<file path="config.mk">
export PLATFORM = sky130hd
export DESIGN_NAME = irq_flag_reg
export DESIGN_NICKNAME = d
export VERILOG_FILES = /design/src/rtl/irq_flag_pkg.sv /design/src/rtl/sw_stage.sv /design/src/rtl/flag_bank.sv /design/src/rtl/irq_flag_reg.sv
export SDC_FILE = /design/constraint.sdc
export NUM_CORES = 1
export LEC_CHECK = 0
export BUFFER_PORTS_ARGS = -buffer_cell sky130_fd_sc_hd__buf_2
export CORE_UTILIZATION = 35
export DETAILED_ROUTE_END_ITERATION = 10
export PLACE_DENSITY = 0.8
export SKIP_CTS_REPAIR_TIMING = 1
export SLEW_MARGIN = 20
export SYNTH_ARGS = -nofsm -noshare
export SYNTH_HDL_FRONTEND = slang
export SYNTH_SLANG_ARGS = --single-unit
</file>
<file path="constraint.sdc">
create_clock -name clk -period 1 [get_ports clk]
set_clock_uncertainty 0.05 [all_clocks]
set_input_delay 0.05 -clock clk [delete_from_list [all_inputs] [get_ports clk]]
set_output_delay 0.05 -clock clk [all_outputs]
set_load 0.005 [all_outputs]
</file>
<file path="src/rtl/irq_flag_pkg.sv">
package irq_flag_pkg;

    typedef enum logic [2:0] {
        ACT_HOLD,
        ACT_HW,
        ACT_SET,
        ACT_CLR,
        ACT_ACK
    } flag_act_e;

    // Per-bit precedence: request, then staged set, then staged clear, then acknowledge.
    function automatic flag_act_e pick_act(input logic req, input logic set,
                                           input logic clr, input logic ack);
        if (req)      return ACT_HW;
        else if (set) return ACT_SET;
        else if (clr) return ACT_CLR;
        else if (ack) return ACT_ACK;
        else          return ACT_HOLD;
    endfunction

endpackage

</file>
<file path="src/rtl/sw_stage.sv">
module sw_stage #(
    parameter int DATA_W = 32,
    parameter logic [DATA_W-1:0] KEEP = '1
) (
    input  logic              clk,
    input  logic              rst,
    input  logic              set_we,
    input  logic [DATA_W-1:0] set_data,
    input  logic              clr_we,
    input  logic [DATA_W-1:0] clr_data,
    output logic [DATA_W-1:0] stg_set,
    output logic [DATA_W-1:0] stg_clr
);
    typedef struct packed {
        logic [DATA_W-1:0] set;
        logic [DATA_W-1:0] clr;
    } stage_t;

    stage_t st_d, st_q;

    always_comb begin
        st_d     = '0;
        st_d.set = set_we ? (set_data & KEEP) : '0;
        st_d.clr = clr_we ? (clr_data & KEEP) : '0;
    end

    always_ff @(posedge clk) begin
        if (rst) st_q <= '0;
        else     st_q <= st_d;
    end

    assign stg_set = st_q.set;
    assign stg_clr = st_q.clr;

    // reset discards any staged operation
    p_stage_reset_r9: assert property (@(posedge clk) rst |=> (stg_set == '0 && stg_clr == '0));

    // staged operations never reach reserved positions
    p_stage_reserved_r1: assert property (@(posedge clk) disable iff (rst)
        ((stg_set | stg_clr) & ~KEEP) == '0);

    // a write lands in staging one edge later, not directly in the flags
    p_stage_capture_r4: assert property (@(posedge clk) disable iff (rst)
        set_we |=> ((stg_set & KEEP) == ($past(set_data) & KEEP)));

endmodule

</file>
<file path="src/rtl/flag_bank.sv">
module flag_bank
    import irq_flag_pkg::*;
#(
    parameter int DATA_W = 32,
    parameter logic [DATA_W-1:0] KEEP = '1
) (
    input  logic              clk,
    input  logic              rst,
    input  logic [DATA_W-1:0] req_i,
    input  logic [DATA_W-1:0] ack_i,
    input  logic [DATA_W-1:0] stg_set_i,
    input  logic [DATA_W-1:0] stg_clr_i,
    output logic [DATA_W-1:0] flags_o
);
    flag_act_e         act [DATA_W];
    logic [DATA_W-1:0] flags_d, flags_q;

    for (genvar i = 0; i < DATA_W; i++) begin : g_act
        assign act[i] = pick_act(req_i[i], stg_set_i[i], stg_clr_i[i], ack_i[i]);
    end

    always_comb begin
        flags_d = flags_q;
        for (int i = 0; i < DATA_W; i++) begin
            case (act[i])
                ACT_HW, ACT_SET:  flags_d[i] = 1'b1;
                ACT_CLR, ACT_ACK: flags_d[i] = 1'b0;
                default:          flags_d[i] = flags_q[i];
            endcase
        end
        flags_d = flags_d & KEEP;
    end

    always_ff @(posedge clk) begin
        if (rst) flags_q <= '0;
        else     flags_q <= flags_d;
    end

    assign flags_o = flags_q;

    // reset empties the flag register
    p_flags_reset_r9: assert property (@(posedge clk) rst |=> flags_q == '0);

    // a request always leaves its flag set, whatever else acts on it
    p_hw_wins_r6: assert property (@(posedge clk) disable iff (rst)
        (req_i & KEEP) != '0 |=> (flags_q & $past(req_i & KEEP)) == $past(req_i & KEEP));

    // a staged set beats staged clear and acknowledge
    p_set_wins_r7: assert property (@(posedge clk) disable iff (rst)
        stg_set_i != '0 |=> (flags_q & $past(stg_set_i)) == $past(stg_set_i));

    // a staged clear without any setting source empties the flag
    p_clear_applied_r2: assert property (@(posedge clk) disable iff (rst)
        (stg_clr_i & ~req_i & ~stg_set_i) != '0 |=>
            (flags_q & $past(stg_clr_i & ~req_i & ~stg_set_i)) == '0);

    // an acknowledge without any setting source empties the flag
    p_ack_applied_r8: assert property (@(posedge clk) disable iff (rst)
        (ack_i & ~req_i & ~stg_set_i) != '0 |=>
            (flags_q & $past(ack_i & ~req_i & ~stg_set_i)) == '0);

    // a flag only rises because of a request or a staged set
    p_rise_cause_r3: assert property (@(posedge clk) disable iff (rst)
        !rst |=> (flags_q & ~$past(flags_q) & ~$past(req_i | stg_set_i)) == '0);

endmodule

</file>
<file path="src/rtl/irq_flag_reg.sv">
module irq_flag_reg #(
    parameter int DATA_W  = 32,
    parameter int FLAG_LO = 4,
    parameter int FLAG_HI = 15,
    localparam int NF     = FLAG_HI - FLAG_LO + 1
) (
    input  logic              clk,
    input  logic              rst,
    input  logic [NF-1:0]     irq_req_i,
    input  logic [NF-1:0]     irq_ack_i,
    input  logic              set_we_i,
    input  logic [DATA_W-1:0] set_data_i,
    input  logic              clr_we_i,
    input  logic [DATA_W-1:0] clr_data_i,
    output logic [DATA_W-1:0] flags_o
);
    localparam logic [DATA_W-1:0] KEEP = ((DATA_W'(1) << NF) - DATA_W'(1)) << FLAG_LO;

    logic [DATA_W-1:0] req_w, ack_w, stg_set, stg_clr;

    assign req_w = DATA_W'(irq_req_i) << FLAG_LO;
    assign ack_w = DATA_W'(irq_ack_i) << FLAG_LO;

    sw_stage #(.DATA_W(DATA_W), .KEEP(KEEP)) u_stage (
        .clk      (clk),
        .rst      (rst),
        .set_we   (set_we_i),
        .set_data (set_data_i),
        .clr_we   (clr_we_i),
        .clr_data (clr_data_i),
        .stg_set  (stg_set),
        .stg_clr  (stg_clr)
    );

    flag_bank #(.DATA_W(DATA_W), .KEEP(KEEP)) u_bank (
        .clk       (clk),
        .rst       (rst),
        .req_i     (req_w),
        .ack_i     (ack_w),
        .stg_set_i (stg_set),
        .stg_clr_i (stg_clr),
        .flags_o   (flags_o)
    );

    // reserved positions of the readable word stay at zero
    p_reserved_zero_r1: assert property (@(posedge clk) disable iff (rst)
        (flags_o & ~KEEP) == '0);

    // acknowledge is one-hot or idle
    p_ack_onehot_r8: assert property (@(posedge clk) disable iff (rst)
        $onehot0(irq_ack_i));

endmodule

</file>
[Yosys cells after proc, flatten, opt, wreduce, memory -nomap -nowiden]
Index checks and enable logic that the tools add are counted.
Operators by class
  equal/unequal tests: 48
  multiplexer cells: 60
  bitwise gates (word level): 2
  reductions and logical operators: 38
Operator list (count)
  $mux 3: 48
  $eq 3x2->1 const B: 24
  $reduce_or 2->1: 26
  $eq 3x1->1 const B: 12
  $eq 3x3->1 const B: 12
  $pmux 1 s2: 12
  $reduce_bool 2->1: 12
  $not 1->1: 2
Storage, ports and cells
  register bits after elaboration: 56
  input port bits: 92
  logic and storage cells: 163

[Depth between registers and ports, before layout]
  depth after elaboration: 7
  gate-level depth with buffers: 3
  depth with buffers taken out: 2

[Cells and area by module]
A second synthesis with hierarchy kept.
Unflattened totals
  cell total of the unflattened synthesis: 164
  area, all modules: 1645.3 um^2
By module, submodules not included
  sw_stage: times used 1, cells each 93, area an instance 1032.2 um^2, seq. area each 480.5 um^2
  flag_bank: times used 1, cells each 70, area an instance 609.3 um^2, seq. area each 240.2 um^2
  irq_flag_reg: times used 1, cells each 1, area an instance 3.8 um^2, seq. area each 0.0 um^2

[Worst setup path after synthesis]
OpenSTA, ideal clock, no wires.
  path type: register -> register
  from: register, netlist name u_bank.flags_o[10]
  to: register u_bank.flags_q[10], in the netlist u_bank.flags_o[10]
  library setup time: 0.070 ns
  arrival: 0.770 ns
  data required time: 0.880 ns
  setup slack: 0.111 ns
  cell stages (with the launch flop): 3
  buffers on the path: 0
  period minus slack after synthesis: 0.889 ns
  cell sequence: dfxtp_1 or3b_1 a21oi_1
RTL lines
  end signal: assignment: line flag_bank.sv:36  | else flags_q <= flags_d;
  end: declaration: line flag_bank.sv:16  | logic [DATA_W-1:0] flags_d, flags_q;

[Worst setup path after layout]
  from: input irq_ack_i[8]
  to: register u_bank.flags_q[12], in the netlist u_bank.flags_o[12]
Between the ends
  word-level cells in the longest chain between the ends: 7
  elaborated cells on any way between the ends: 12
  classes of those cells: eq/ne (4); mux (5); reduce/logical (3)
Ends and longest elaborated chain
  start: declaration: line irq_flag_reg.sv:10  | input logic [NF-1:0] irq_ack_i,
  $mux 3 *: line irq_flag_pkg.sv:17  | else if (ack) return ACT_ACK;
  $mux 3 *: line irq_flag_pkg.sv:16  | else if (clr) return ACT_CLR;
  $mux 3 *: line irq_flag_pkg.sv:15  | else if (set) return ACT_SET;
  $mux 3 *: line irq_flag_pkg.sv:14  | if (req) return ACT_HW;
  $eq 3x2->1, or another cell as far along: line flag_bank.sv:25  | case (act[i])
  $reduce_or 2->1: line flag_bank.sv:25
  $pmux 1 s2 / $reduce_bool 2->1 (equally long branches)
Mark *: on every way between the ends. The rest lies on a longest branch, timed or not.
A chain may end at the register's enable or synchronous reset.

==> flow_metrics.tcl <==
set metrics [dict create \
    status "completed" \
    path_buf_inv 2 \
    path_delay_family "buffers and inverters" \
    slew_viol_final 0 \
    dr_total_vias 1122 \
    cts.htree.levels 2 \
    globalRouteTotalUtil_pct 12.6 \
    dr.pass1.iters 4 \
    drive_above_1_share_pct 31.7 \
    core_area_mm2 0.00339 \
    cts_tree "built" \
    dp_hpwl_um 1730 \
    drc 0 \
    postSynthCellCount 122 \
    cts-buffers-inserted 5 \
    comb_power_share_pct 14.3 \
    finalSetupViolations 0 \
    end_kind "flip-flop" \
    power_frac_clock_pct 33.4 \
    crit_required_ns 1.22 \
    clkLatencyLatePin_ns 0.33 \
    finalHoldViolations 0 \
    clock_sinks 36 \
    overflow 0 \
    max_stage_delay_ns 0.53 \
    power_frac_seq_pct 52.3 \
    wl_per_cell_um 10.8 \
    io_buffers 63 \
    antenna_cells 0 \
    arrival_ns 1.21 \
    finalWeightedCongestion 0.642 \
    grt_pass1_wl_um 3700 \
    dieArea_mm2 0.00387 \
    cp_slowest_cell "dlygate4sd3_1" \
    p_per_area_mw_per_mm2 1370 \
    start_kind "primary input" \
    grt_pass1_vias 877 \
    synth_area_per_cell_um2 10.4 \
    hold_slack_ns 0.0254 \
    final_core_util_pct 63.2 \
    yosysWarnings 0 \
    hp-class "primary input to flip-flop" \
    clockRootBuffer "clkbuf_4" \
    std_cell_rows 21 \
    path_cells "dlygate4sd3_1, buf_2, or3b_1, a21oi_2" \
    internal_power_mw 2.31 \
    layout_min_cycle_time_ns 0.986 \
    finalNetCount 331 \
    dp_slack_ns 0.0575 \
    place_area_mm2 0.00158 \
    worst_slack_ns 0.0141 \
    dieHeight_um 62.2 \
    tns_ns 0 \
    placed_cells 230 \
    initial_core_util_pct 37.4 \
    fin_cells 286 \
    crit_path_max_fanout 1 \
    ys_seq_elements 36 \
    area_growth_pct 69.0 \
    grt_max_degree 13 \
    fmax_mhz 1010 \
    total_power_mw 2.93 \
    drtAntennaViolNets 0 \
    syn_area_mm2 0.00127 \
    maxCapViolCount 0 \
    path_class "primary input to flip-flop" \
    p_sw_uw 613 \
    clock_path_buffers 2 \
    drt_iter0_markers 25 \
    p_leak_nw 1.03 \
    ios 124 \
    p_sw_share_pct 21.0 \
    antenna_found_initial 0 \
    vias_per_cell 3.92 \
    peakVddDrop_mv 0.917 \
    ys_seq_area_share_pct 56.9 \
    fin_crit_sh_pct 98.6 \
    clk_pin_slew_ns 0.11 \
    finalWirelength_um 3080 \
    synth_cell_types 9 \
    postLayoutCellArea_mm2 0.00214 \
    die_x_um 62.2 \
]
-- final timing paths --
kind                                    startpoint            endpoint  slack (ns)  depth (start not counted)
worst max-delay path                  irq_ack_i[8]  u_bank.flags_o[12]        0.01                          4
worst min-delay path                           rst  u_bank.flags_o[13]        0.03                          3
worst max register to register   u_bank.flags_o[5]   u_bank.flags_o[5]        0.03                          2
worst min register to register  u_stage.stg_set[8]   u_bank.flags_o[8]        0.44                          2
-- cell families after synthesis --
| kind of cell | Yosys count | share of synthesized area [%] |
|---|---|---|
| compound gates | 12 | 4.74 |
| buf+inv | 23 | 13.0 |
| flops | 36 | 56.9 |
| other cells | 1 | 0.296 |
| simple gates | 50 | 25.1 |
-- state kept, by name (all words and copies together) (netlist names) --
signal           flops
u_bank.flags_o      12
u_stage.stg_set     12
u_stage.stg_clr     12
-- final cells by class --
cell class | instances | area (um^2)
Sequential cell | 36 | 721
Clock inverter | 2 | 35.0
Fill cell | 298 | 1250
Timing Repair Buffer | 114 | 831
Multi-Input combinational cell | 82 | 457
Clock buffer | 6 | 41.3
Tap cell | 46 | 57.6
-- power by group through the flow --
stage	logic [mW]	clock network, mW	registers, mW
after floorplan	0.163	0	1.56
after global placement	0.266	0	1.56
after detailed placement	0.269	0	1.56
after CTS	0.270	1.00	1.53
after global routing	0.465	1.09	1.54
final	0.419	0.976	1.53
-- cell usage in the layout (no fill, tap or decap) --
cell type	synthesis	layout
clkbuf_4	0	5
nor2_1	12	12
or3b_1	12	12
buf_12	0	1
dlygate4sd3_1	0	48
and2_1	24	24
clkbuf_1	0	1
conb_1	1	20
bufinv_16	0	1
a21oi_2	0	1
a21oi_1	12	11
clkinv_2	0	1
buf_4	20	2
dfxtp_1	36	36
buf_2	3	63
nor2b_2	2	2
-- cells in the mapped netlist (all sizes together) --
cell | n | area (um^2)
or3b | 12 | 105
nor2b | 2 | 17.5
nor2 | 12 | 45.0
dfxtp | 36 | 721
buf | 23 | 165
and2 | 24 | 150
conb | 1 | 3.75
a21oi | 12 | 60.1
-- worst register-to-register path, cell delays in order (launching register included) --
cell and delay (ns):
dfxtp_1 0.34, or3b_1 0.34, a21oi_1 0.16
-- layer usage --
metal,share of wire [%],track usage (%)
met2,59,22.4
met1,35,12.5
met5,0,0
met4,1.0,4.36
met3,4.8,6.43
Power figures use the tool's default switching activity.
